File: src/rtl/phase_alu_pkg.sv
package phase_alu_pkg;
  parameter int ADDR_W = 4;
  parameter int DATA_W = 4;
  parameter int FLAG_W = 4;
  localparam int N_SLOTS = 1 << ADDR_W;
  localparam int CARRY_BIT = 0;
  localparam int EQ_BIT = 2;
  localparam int RSV_BIT = 3;

  typedef enum logic [1:0] {KIND_NONE, KIND_ADD, KIND_EQU} slotKind_t;

  // Per-slot gated phase strobes from control to datapath.
  typedef struct packed {
    logic [N_SLOTS-1:0] captureEn;
    logic [N_SLOTS-1:0] releaseEn;
  } strobes_t;
endpackage

File: src/rtl/alu_junction_ctrl.sv
module alu_junction_ctrl
  import phase_alu_pkg::*;
(
  input  logic [ADDR_W-1:0] instrAddr,
  input  logic              phase1,
  input  logic              phase3,
  output strobes_t          strobes
);
  logic [N_SLOTS-1:0] slotSel;

  // One AND term per slot: every address bit must equal the slot's pattern.
  for (genvar s = 0; s < N_SLOTS; s++) begin : g_dec
    localparam logic [ADDR_W-1:0] SLOT_CODE = ADDR_W'(s);
    assign slotSel[s] = &(~(instrAddr ^ SLOT_CODE));
  end

  assign strobes.captureEn = slotSel & {N_SLOTS{phase1}};
  assign strobes.releaseEn = slotSel & {N_SLOTS{phase3}};
endmodule

File: src/rtl/alu_slot.sv
module alu_slot
  import phase_alu_pkg::*;
#(
  parameter slotKind_t KIND = KIND_ADD
) (
  input  logic              clk,
  input  logic              rst,
  input  logic              captureEn,
  input  logic              releaseEn,
  input  logic [DATA_W-1:0] busA,
  input  logic [DATA_W-1:0] busB,
  output logic [DATA_W-1:0] outRes,
  output logic [FLAG_W-1:0] outFlags
);
  logic [DATA_W-1:0] opA, opB;
  logic [DATA_W-1:0] nextRes;
  logic [FLAG_W-1:0] nextFlags;

  if (KIND == KIND_ADD) begin : g_add
    logic [DATA_W:0] wideSum;
    assign wideSum = {1'b0, opA} + {1'b0, opB};
    always_comb begin
      nextRes = wideSum[DATA_W-1:0];
      nextFlags = '0;
      nextFlags[CARRY_BIT] = wideSum[DATA_W];
    end
  end else begin : g_equ
    logic [DATA_W-1:0] bitMatch;
    assign bitMatch = opA ~^ opB;
    always_comb begin
      nextRes = '0;
      nextFlags = '0;
      nextFlags[EQ_BIT] = &bitMatch;
    end
  end

  always_ff @(posedge clk) begin
    if (rst) begin
      opA <= '0;
      opB <= '0;
      outRes <= '0;
      outFlags <= '0;
    end else begin
      if (captureEn) begin
        opA <= busA;
        opB <= busB;
      end
      if (releaseEn) begin
        outRes <= nextRes;
        outFlags <= nextFlags;
      end else begin
        outRes <= '0;
        outFlags <= '0;
      end
    end
  end
endmodule

File: src/rtl/alu_junction_dp.sv
module alu_junction_dp
  import phase_alu_pkg::*;
#(
  parameter int ADD_SLOT = 1,
  parameter int EQU_SLOT = 2
) (
  input  logic              clk,
  input  logic              rst,
  input  strobes_t          strobes,
  input  logic [DATA_W-1:0] busA,
  input  logic [DATA_W-1:0] busB,
  output logic [DATA_W-1:0] busResult,
  output logic [FLAG_W-1:0] busFlags
);
  logic [DATA_W-1:0] slotRes   [N_SLOTS];
  logic [FLAG_W-1:0] slotFlags [N_SLOTS];

  for (genvar s = 0; s < N_SLOTS; s++) begin : g_slot
    if (s == ADD_SLOT || s == EQU_SLOT) begin : g_inst
      alu_slot #(
        .KIND(s == ADD_SLOT ? KIND_ADD : KIND_EQU)
      ) u_slot (
        .clk      (clk),
        .rst      (rst),
        .captureEn(strobes.captureEn[s]),
        .releaseEn(strobes.releaseEn[s]),
        .busA     (busA),
        .busB     (busB),
        .outRes   (slotRes[s]),
        .outFlags (slotFlags[s])
      );
    end else begin : g_empty
      logic unusedStrobe;
      assign unusedStrobe = strobes.captureEn[s] | strobes.releaseEn[s];
      assign slotRes[s] = '0;
      assign slotFlags[s] = '0;
    end
  end

  // Wired-OR bus merge: idle slots contribute zeros.
  always_comb begin
    busResult = '0;
    busFlags = '0;
    for (int s = 0; s < N_SLOTS; s++) begin
      busResult = busResult | slotRes[s];
      busFlags = busFlags | slotFlags[s];
    end
    busFlags[RSV_BIT] = 1'b0;
  end
endmodule

File: src/rtl/phase_alu_junction.sv
module phase_alu_junction
  import phase_alu_pkg::*;
#(
  parameter int ADD_SLOT = 1,
  parameter int EQU_SLOT = 2
) (
  input  logic              clk,
  input  logic              rst,
  input  logic [ADDR_W-1:0] instrAddr,
  input  logic              phase1,
  input  logic              phase3,
  input  logic [DATA_W-1:0] busA,
  input  logic [DATA_W-1:0] busB,
  output logic [DATA_W-1:0] busResult,
  output logic [FLAG_W-1:0] busFlags
);
  strobes_t strobes;

  alu_junction_ctrl u_ctrl (
    .instrAddr(instrAddr),
    .phase1   (phase1),
    .phase3   (phase3),
    .strobes  (strobes)
  );

  alu_junction_dp #(
    .ADD_SLOT(ADD_SLOT),
    .EQU_SLOT(EQU_SLOT)
  ) u_dp (
    .clk      (clk),
    .rst      (rst),
    .strobes  (strobes),
    .busA     (busA),
    .busB     (busB),
    .busResult(busResult),
    .busFlags (busFlags)
  );
endmodule

File: config.mk
export PLATFORM = sky130hd
export DESIGN_NAME = phase_alu_junction
export DESIGN_NICKNAME = d
export VERILOG_FILES = /design/src/rtl/phase_alu_pkg.sv /design/src/rtl/alu_junction_ctrl.sv /design/src/rtl/alu_slot.sv /design/src/rtl/alu_junction_dp.sv /design/src/rtl/phase_alu_junction.sv
export SDC_FILE = /design/constraint.sdc
export NUM_CORES = 1
export LEC_CHECK = 0
export ABC_CLOCK_PERIOD_IN_PS = 1640
export CORE_ASPECT_RATIO = 1.75
export CORE_MARGIN = 2
export CORE_UTILIZATION = 40
export DETAILED_ROUTE_END_ITERATION = 8
export DONT_BUFFER_PORTS = 1
export SYNTH_ARGS = -nofsm -noshare
export SYNTH_HDL_FRONTEND = slang
export SYNTH_SLANG_ARGS = --single-unit
File: constraint.sdc
create_clock -name clk -period 1.64 [get_ports clk]
set_clock_uncertainty 0.2 [all_clocks]
set_input_delay 0.328 -clock clk [delete_from_list [all_inputs] [get_ports clk]]
set_output_delay 0.328 -clock clk [all_outputs]
set_load 0.005 [all_outputs]
==> results of run 1 <==
[cells in the final DEF (no fill, tap or decap), drive strengths merged, types with 2 or more instances in the layout]
| cell type | instances |
|---|---|
| a21oi | 2 |
| and2 | 2 |
| and2b | 2 |
| buf | 2 |
| clkbuf | 3 |
| conb | 2 |
| dfxtp | 22 |
| ha | 4 |
| mux2i | 8 |
| nand2b | 17 |
| nor2 | 4 |
| nor2b | 6 |
| nor3 | 2 |
| o21ai | 16 |
| or2 | 2 |
| xnor2 | 5 |
[layout make-up]
class | count | area, µm² | area share, %
multi-input combinational | 81 | 593 | 52.8
sequential | 22 | 440 | 39.2
clock buffer | 3 | 41.3 | 3.68
tap | 26 | 32.5 | 2.90
timing repair buffer | 2 | 15.0 | 1.34
[layer usage]
layer	track usage, %	wire length [µm]	part of all wire, %	vias to the layer above
li1	-	-	-	358
met1	16.4	754	40	331
met2	23.2	1080	57	13
met3	2.48	45	2.4	2
met4	8.08	21	1.1	0
met5	0	0	0	-
[cells by family (layout without fill, tap and decap cells)]
| family | Yosys count | count (layout) | synth area share [%] |
|---|---|---|---|
| compound gates | 20 | 20 | 9.77 |
| xor+xnor | 5 | 5 | 4.07 |
| fa+ha+maj | 5 | 5 | 6.51 |
| buf+inv | 7 | 5 | 4.53 |
| flops | 22 | 22 | 40.9 |
| mux | 8 | 8 | 7.44 |
| other cells | 1 | 2 | 0.349 |
| simple gates | 41 | 41 | 26.4 |
[per-stage QoR]
stage / setup WS, ps / utilization, % / instances
after global routing: 0.938 / 44.5 / 134
after floorplan: 55.8 / - / 110
after CTS: 6.33 / 44.4 / 134
after detailed placement: -3.48 / 42.8 / 131
after global placement: 17.4 / 42.8 / 131
final: 77.4 / 44.5 / 134
[worst paths after layout]
check                                                                            to  slack, ps                                             start  depth (start not counted)
worst max-delay path            u_dp.g_slot[1].g_inst.u_slot.outFlags[0]$_SDFF_PP0_         80  u_dp.g_slot[1].g_inst.u_slot.opA[0]$_SDFFE_PP0P_                          5
worst min-delay path               u_dp.g_slot[1].g_inst.u_slot.opA[1]$_SDFFE_PP0P_         50                                               rst                          2
worst max register to register  u_dp.g_slot[1].g_inst.u_slot.outFlags[0]$_SDFF_PP0_         80  u_dp.g_slot[1].g_inst.u_slot.opA[0]$_SDFFE_PP0P_                          5
worst min register to register     u_dp.g_slot[1].g_inst.u_slot.opB[3]$_SDFFE_PP0P_        280  u_dp.g_slot[1].g_inst.u_slot.opB[3]$_SDFFE_PP0P_                          2
[power groups by stage]
stage	Combinational, W	Sequential, W	Clock, W
3_5_place_dp	0.0000530	0.000555	0
2_1_floorplan	0.0000520	0.000554	0
4_1_cts	0.0000531	0.000543	0.000333
3_3_place_gp	0.0000524	0.000555	0
5_1_grt	0.0000587	0.000543	0.000360
6_report	0.0000524	0.000543	0.000320
[sequential cells by signal, indices dropped and copies added (netlist names)]
name and count:
u_dp.g_slot.g_inst.u_slot.opA 8, u_dp.g_slot.g_inst.u_slot.outFlags 2, u_dp.g_slot.g_inst.u_slot.outRes 4, u_dp.g_slot.g_inst.u_slot.opB 8
==> reports/qor.yml, run 1 <==
final_layout:
  syn_to_final_growth_pct: 4.30
  finalInstanceArea_mm2: 0.00112
  drive_gt1_share_pct: 10.2
  antennaDiodeCount: 0
  final_nets: 131
  nFillCells: 256
power:
  p_leak_nw: 0.427
  powerDensity_mw_per_mm2: 815
  p_clk_share_pct: 35.0
  p_int_w: 0.000728
  sw_frac_of_total_pct: 20.5
  pwr-share-seq_pct: 59.3
  netSwitchingPower_w: 0.000187
  total_power_w: 0.000915
  p_comb_share_pct: 5.7
  ir_drop_mv: 0.413
floorplanning:
  pin_count: 24
  rows: 24
  design.core.area_mm2: 0.00252
  start_util_pct: 42.7
  die-area_mm2: 0.00314
  die_h_um: 72.6
  die_x_um: 43.2
routing:
  final_antenna_net_count: 0
  drt-vias-per-instance: 5.25
  drc: 0
  vias: 704
  wire_per_inst_um: 14.2
  dr.pass1.iters: 4
  drtIter0Drc: 10
  wl_um: 1910
clock_tree:
  cts.sinks: 22
  root_buffer: "clkbuf_8"
  clkTransAtPathRegs_ps: 70
  clkLatencyLatePin_ps: 250
  ctsResizeCount: 0
  numCtsBuffers: 3
  cts_buffer_depth: 2
  cts_hold_buffers: 0
  htreeDepth: 1
  post_cts_buffers: 0
  cts_tree: "done"
sta:
  fmax_mhz: 640
  finalSetupViolCount: 0
  min_period_ps: 1560
  post-route-period-util_pct: 95.3
  rsz0062_at_grt: "no"
  slew_violations: 0
  hold_viol: 0
  tns_ps: 0
  hold_ws_ps: 48.1
placed_design:
  io_buffers: 0
  dpl.hpwl_um: 1500
  dpl_cell_area_mm2: 0.00108
  gp_congestion: 0.728
grt:
  grt_pass1_vias: 739
  grtUsageTotal_pct: 14.0
  antenna_found_initial: 0
  overflow: 0
  grt_first_pass_wirelength_um: 3310
  grt_start_max_net_pins: 26
yosys:
  yosys-top-cells-area: "dfxtp_1, nand2b_1, mux2i_1, o21ai_1, ha_1"
  yosys.cell_count.top_type: "dfxtp_1"
  synth-seq-cells: 22
  synth-edff-count: 0
  synth_top_area_cell: "dfxtp_1"
  seq_area_frac_synth_pct: 40.9
  ys_top_cells_by_count: "dfxtp_1, nand2b_1, o21ai_1, mux2i_1, nor2b_1"
  synthFlopType: "dfxtp_1"
  yosysWarnings: 0
  async_flop_share_pct: 0
  yosysTopAreaCellShare_pct: 40.9
  synthDistinctLibCells: 29
  syn_avg_cell_area_um2: 9.87
  netlist_area_mm2: 0.00108
  synthCells: 109
critical_path:
  slowest_delay_ps: 370
  critPathSlowestCell: "fa_2"
  startpoint_type: "flip-flop"
  worstPathCellList: "ha_1, fa_2, a21o_1, a21oi_1, nor2_1"
  critical_path_class: "flip-flop to flip-flop"
  arrival_ps: 1510
  cp.required_ps: 1590
  path_delay_family: "adder cells"
  cp_max_fo: 2
  critPathBufInv: 0
  endpoint_kind: "flip-flop"
run:
  maxCapViolations: 0
outcome:
  outcome: "finished clean"
worst_hold_path:
  hp-class: "input port to flip-flop"
Note: power is estimated with default switching activity, not from simulation.
==> run 2, diff against run 1 <==
Settings changed: CORE_UTILIZATION 40 to 46, CTS_BUF_LIST set to sky130_fd_sc_hd__clkbuf_16, GPL_ROUTABILITY_DRIVEN set to 1.
==> run 2 against run 1 <==
Against the previous run:
- final cell count is the same
- sequential share of layout area shrank 2.1 points
- sequential cell count is the same
- worst setup slack gained 9.6 ps
- clock power grew 110%
- hold slack lost 2.5 ps
- critical endpoint unchanged
==> reports/qor.yml, run 2 (synthesis results as in run 1) <==
final_layout:
  final_common_cell: "dfxtp_1"
  regArea_um2: 440
  reg_top3: "u_dp.g_slot.g_inst.u_slot.opA x8, u_dp.g_slot.g_inst.u_slot.opB x8, u_dp.g_slot.g_inst.u_slot.outRes x4"
  final_nets: 131
  finalInstanceArea_mm2: 0.00118
  multi_input_area_um2: 593
  nFillCells: 201
  antennaDiodeCount: 0
  final_cell_mix: "dfxtp_1, nand2b_1, o21ai_1, mux2i_1, nor2b_1"
  syn_to_final_growth_pct: 10.1
  drive_gt1_share_pct: 11.0
clock_tree:
  cts_hold_buffers: 0
  htreeDepth: 1
  root_buffer: "clkbuf_16"
  clkLatencyLatePin_ps: 260
  clkTransAtPathRegs_ps: 60
  cts_buffer_depth: 2
  cts.sinks: 22
  cts_tree: "done"
  numCtsBuffers: 3
outcome:
  outcome: "finished clean"
power:
  pwr-share-seq_pct: 42.7
  p_leak_nw: 0.456
  p_int_w: 0.00105
  sw_frac_of_total_pct: 17.5
  ir_drop_mv: 0.799
  p_clk_share_pct: 53.2
  netSwitchingPower_w: 0.000222
  powerDensity_mw_per_mm2: 1070
  total_power_w: 0.00127
  p_comb_share_pct: 4.1
sta:
  min_period_ps: 1550
  hold_viol: 0
  finalSetupViolCount: 0
  post-route-period-util_pct: 94.7
  rsz0062_at_grt: "no"
  slew_violations: 0
  fmax_mhz: 644
routing:
  dr.pass1.iters: 3
  drc: 0
  drtIter0Drc: 13
  wl_um: 1770
  vias: 716
  wire_per_inst_um: 13.2
  final_antenna_net_count: 0
  drt-vias-per-instance: 5.34
critical_path:
  reg2reg_from: "u_dp.g_slot[1].g_inst.u_slot.opA[0]$_SDFFE_PP0P_"
  endpoint_kind: "flip-flop"
  startpoint_type: "flip-flop"
  cp_max_fo: 2
  critical_path_class: "flip-flop to flip-flop"
  cp.required_ps: 1590
  ff2ff_path_depth: 5
  rr_endpoint: "u_dp.g_slot[1].g_inst.u_slot.outFlags[0]$_SDFF_PP0_"
  arrival_ps: 1510
  worst-r2r-setup-slack_ps: 90
grt:
  overflow: 0
  grt_pass1_vias: 693
  grt.busiest_layer: "met2"
  grt_first_pass_wirelength_um: 3060
  grt_start_max_net_pins: 26
  grtUsageTotal_pct: 16.4
  met3_usage_pct: 4.22
  grtUsageMet2_pct: 24.8
  antenna_found_initial: 0
  use_met1_pct: 19.7
placed_design:
  dpl_cell_area_mm2: 0.00108
  gp_congestion: 0.719
  io_buffers: 0
  dpl.hpwl_um: 1360
worst_hold_path:
  hp-start: "busB[2]"
  hp-class: "input port to flip-flop"
  holdPathEnd: "u_dp.g_slot[2].g_inst.u_slot.opB[2]$_SDFFE_PP0P_"
  holdPathStages: 2
floorplanning:
  die_x_um: 40.6
  pin_count: 24
  design.core.area_mm2: 0.00224
  rows: 23
  die_h_um: 68.0
  die-area_mm2: 0.00276
  start_util_pct: 47.9
run:
  maxCapViolations: 0
## run 2: cell types whose count changed in the layout (fill, tap and decap cells not counted), sizes merged
cell / before / now
bufinv: 0 / 1
## run 2: cell type report
type / instances / area share [%]
clock buffers: 3 / 6.34
clock inverters: 1 / 2.53
well taps: 25 / 2.64
flip-flops and latches: 22 / 37.2
multi-input cells: 81 / 50.1
repair buffers: 2 / 1.27
## run 2: worst max path at each step
stage | from | to | slack (ps) | depth (start not counted)
floorplan | instrAddr[3] | u_dp.g_slot[2].g_inst.u_slot.opA[0]$_SDFFE_PP0P_ | 60 | 5
global placement | u_dp.g_slot[1].g_inst.u_slot.opA[0]$_SDFFE_PP0P_ | u_dp.g_slot[1].g_inst.u_slot.outFlags[0]$_SDFF_PP0_ | 30 | 5
detailed placement | instrAddr[3] | u_dp.g_slot[2].g_inst.u_slot.opA[3]$_SDFFE_PP0P_ | -5 | 3
CTS | u_dp.g_slot[1].g_inst.u_slot.opA[0]$_SDFFE_PP0P_ | u_dp.g_slot[1].g_inst.u_slot.outFlags[0]$_SDFF_PP0_ | 9 | 5
global route | u_dp.g_slot[1].g_inst.u_slot.opA[0]$_SDFFE_PP0P_ | u_dp.g_slot[1].g_inst.u_slot.outFlags[0]$_SDFF_PP0_ | 10 | 5
finish | u_dp.g_slot[1].g_inst.u_slot.opA[0]$_SDFFE_PP0P_ | u_dp.g_slot[1].g_inst.u_slot.outFlags[0]$_SDFF_PP0_ | 90 | 5
## run 2: per-layer routing
layer | vias to the layer above | wire [µm]
met1 | 330 | 711
met2 | 18 | 923
met4 | 0 | 65
li1 | 361 | -
met3 | 7 | 72
met5 | - | 0
## run 2: metrics by stage
stage	hold WS, ps	std cells	setup WS (ps)	setup TNS (ps)	utilization [%]
3_3_place_gp	263	130	26.1	0	48.0
2_1_floorplan	252	110	55.8	0	-
5_1_grt	58.3	134	10.1	0	52.8
4_1_cts	46.0	134	9.31	0	52.7
6_report	45.7	134	87.0	0	52.8
3_5_place_dp	270	130	-5.30	-12.0	48.0
## run 2: timing repair
item                                    CTS  global route
setup buffers                             0             0
endpoints found under the setup margin    0             1
resized for setup                         0             1
## run 2: power by group through the flow
stage               Clock, W  Sequential (W)  Combinational (W)
detailed placement         0        0.000555          0.0000523
global route        0.000710        0.000543          0.0000586
finish              0.000676        0.000543          0.0000522
floorplan                  0        0.000554          0.0000520
global placement           0        0.000555          0.0000521
CTS                 0.000687        0.000543          0.0000525
## run 2: worst max-delay path, stage by stage (launching register included)
cell     delay [ps]
dfxtp_1         310
ha_1            230
fa_2            360
a21o_1          170
a21oi_1         130
nor2_1           50
==> run 3, diff against run 2 <==
--- a/config.mk
+++ b/config.mk
@@ -7,3 +7,3 @@
 export LEC_CHECK = 0
-export ABC_CLOCK_PERIOD_IN_PS = 1640
+export ABC_CLOCK_PERIOD_IN_PS = 1300
 export CORE_ASPECT_RATIO = 1.75
==> constraint.sdc (replaced) <==
create_clock -name clk -period 1.3 [get_ports clk]
set_clock_uncertainty 0.2 [all_clocks]
set_input_delay 0.195 -clock clk [delete_from_list [all_inputs] [get_ports clk]]
set_output_delay 0.195 -clock clk [all_outputs]
set_load 0.005 [all_outputs]
==> run 3 against run 2 <==
Against the previous run:
- the flow now finishes with violations (hold timing, setup timing)
- combinational power rose by 55%
- total power rose by 9.6%
- critical path depth did not move
- highest routed layer unchanged
==> reports/qor.yml, run 3 (synthesis results as in run 1) <==
floorplanning:
  pin_count: 24
  rows: 23
  die_h_um: 68.0
  die_x_um: 40.6
  start_util_pct: 47.9
  design.core.area_mm2: 0.00224
  die-area_mm2: 0.00276
final_layout:
  final_cell_mix: "dfxtp_1, nand2b_1, o21ai_1, mux2i_1, buf_4"
  drive_gt1_share_pct: 20.3
  stdcell_count: 143
  finish.utilization_pct: 57.0
  syn_to_final_growth_pct: 19.0
  final_nets: 141
  multi_input_area_um2: 628
  nFillCells: 204
  reg_top3: "u_dp.g_slot.g_inst.u_slot.opA x8, u_dp.g_slot.g_inst.u_slot.opB x8, u_dp.g_slot.g_inst.u_slot.outRes x4"
  antennaDiodeCount: 0
  regArea_um2: 443
  final_common_cell: "dfxtp_1"
grt:
  antenna_found_initial: 0
  grt_start_max_net_pins: 26
  grt.busiest_layer: "met2"
  grt_pass1_vias: 661
  overflow: 0
  grt_first_pass_wirelength_um: 2930
  met3_usage_pct: 2.92
  use_met1_pct: 18.8
  grtUsageTotal_pct: 15.8
  grtUsageMet2_pct: 25.4
routing:
  drtIter0Drc: 12
  drt-vias-per-instance: 5.12
  final_antenna_net_count: 0
  wire_per_inst_um: 13.5
  vias: 732
  drc: 0
  wl_um: 1930
  dr.pass1.iters: 4
critical_path:
  cp.required_ps: 1250
  critPathSlowestCell: "fa_2"
  endpoint_kind: "flip-flop"
  arrival_ps: 1400
  worstPathCellList: "ha_4, fa_2, a21o_1, a21oi_2, nor2_1"
  critical_path_class: "flip-flop to flip-flop"
  startpoint_type: "flip-flop"
  cp_max_fo: 2
  slowest_delay_ps: 340
sta:
  hold_ws_ps: -76.6
  setup_ws_ps: -147
  finalSetupViolCount: 4
  min_period_ps: 1450
  post-route-period-util_pct: 111
  rsz0062_at_grt: "yes"
  fmax_mhz: 691
  hold_viol: 15
  slew_violations: 0
clock_tree:
  cts_buffer_depth: 2
  clkTransAtPathRegs_ps: 50
  clkLatencyLatePin_ps: 250
  root_buffer: "clkbuf_16"
  cts.sinks: 22
  numCtsBuffers: 3
  htreeDepth: 1
  cts_tree: "done"
run:
  maxCapViolations: 0
power:
  p_leak_nw: 0.491
  ir_drop_mv: 0.682
  total_power_w: 0.00139
  powerDensity_mw_per_mm2: 1090
outcome:
  outcome: "finished, violations left"
  violations: "hold timing, setup timing"
placed_design:
  dpl.hpwl_um: 1420
  io_buffers: 0
  post-place-cells: 132
  gp_congestion: 0.655
worst_hold_path:
  hp-class: "input port to flip-flop"
run 3: cell count changes in the layout (fill, tap and decap cells not counted), sizes merged:
cell | previous run | this run
buf | 2 | 7
bufinv | 1 | 0
dlygate4sd3 | 0 | 5
run 3: final timing paths:
kind                                               startpoint                                                   to  cells after the start  slack (ps)
min                                                       rst     u_dp.g_slot[1].g_inst.u_slot.opA[0]$_SDFFE_PP0P_                      2         -80
max          u_dp.g_slot[1].g_inst.u_slot.opB[0]$_SDFFE_PP0P_  u_dp.g_slot[1].g_inst.u_slot.outFlags[0]$_SDFF_PP0_                      5        -150
min reg2reg  u_dp.g_slot[1].g_inst.u_slot.opA[3]$_SDFFE_PP0P_     u_dp.g_slot[1].g_inst.u_slot.opA[3]$_SDFFE_PP0P_                      2         280
max reg2reg  u_dp.g_slot[1].g_inst.u_slot.opB[0]$_SDFFE_PP0P_  u_dp.g_slot[1].g_inst.u_slot.outFlags[0]$_SDFF_PP0_                      5        -150
run 3: what timing repair did:
action                                  in CTS  in global routing
endpoints found under the setup margin       4                  4
gates resized for setup                      2                  3
hold buffers                                 3                  2
pin swaps                                    3                  1
buffers inserted                             1                  2
endpoints found under the hold margin       16                 15
cloned                                       0                  0
run 3: cell type report:
class / instances / share of cell area, %
Clock buffer: 3 / 5.87
Multi-Input combinational cell: 81 / 49.1
Sequential cell: 22 / 34.6
Tap cell: 25 / 2.44
Timing Repair Buffer: 12 / 8.02
run 3: stage by stage:
step	TNS, ps	instance area (µm²)	worst slack [ps]	hold slack [ps]
after CTS	-387	1230	-160	-78.9
final	-439	1280	-147	-76.6
after floorplan	-1430	1100	-144	167
after detailed placement	-2590	1110	-185	187
after global routing	-574	1280	-191	-69.7
after global placement	-2200	1110	-170	181
run 3: report_power, final:
part	total (W)	internal, W	switching, W	leakage [nW]
Combinational	0.0000807	0.0000444	0.0000363	0.275
Clock	0.000627	0.000406	0.000221	0.0370
Sequential	0.000686	0.000681	0.00000460	0.178
run 3: critical path: cells and delay by family (launching register included):
kind | cells | cell delay [ps]
AOI/OAI and AO/OA | 2 | 270
adders and majority gates | 2 | 500
DFF | 1 | 330
and+or+nand+nor | 1 | 40
run 3: routing by layer:
layer,wire length [µm],up-vias
met5,0,-
met4,36,0
met3,51,4
met2,1030,14
met1,811,332
li1,-,382
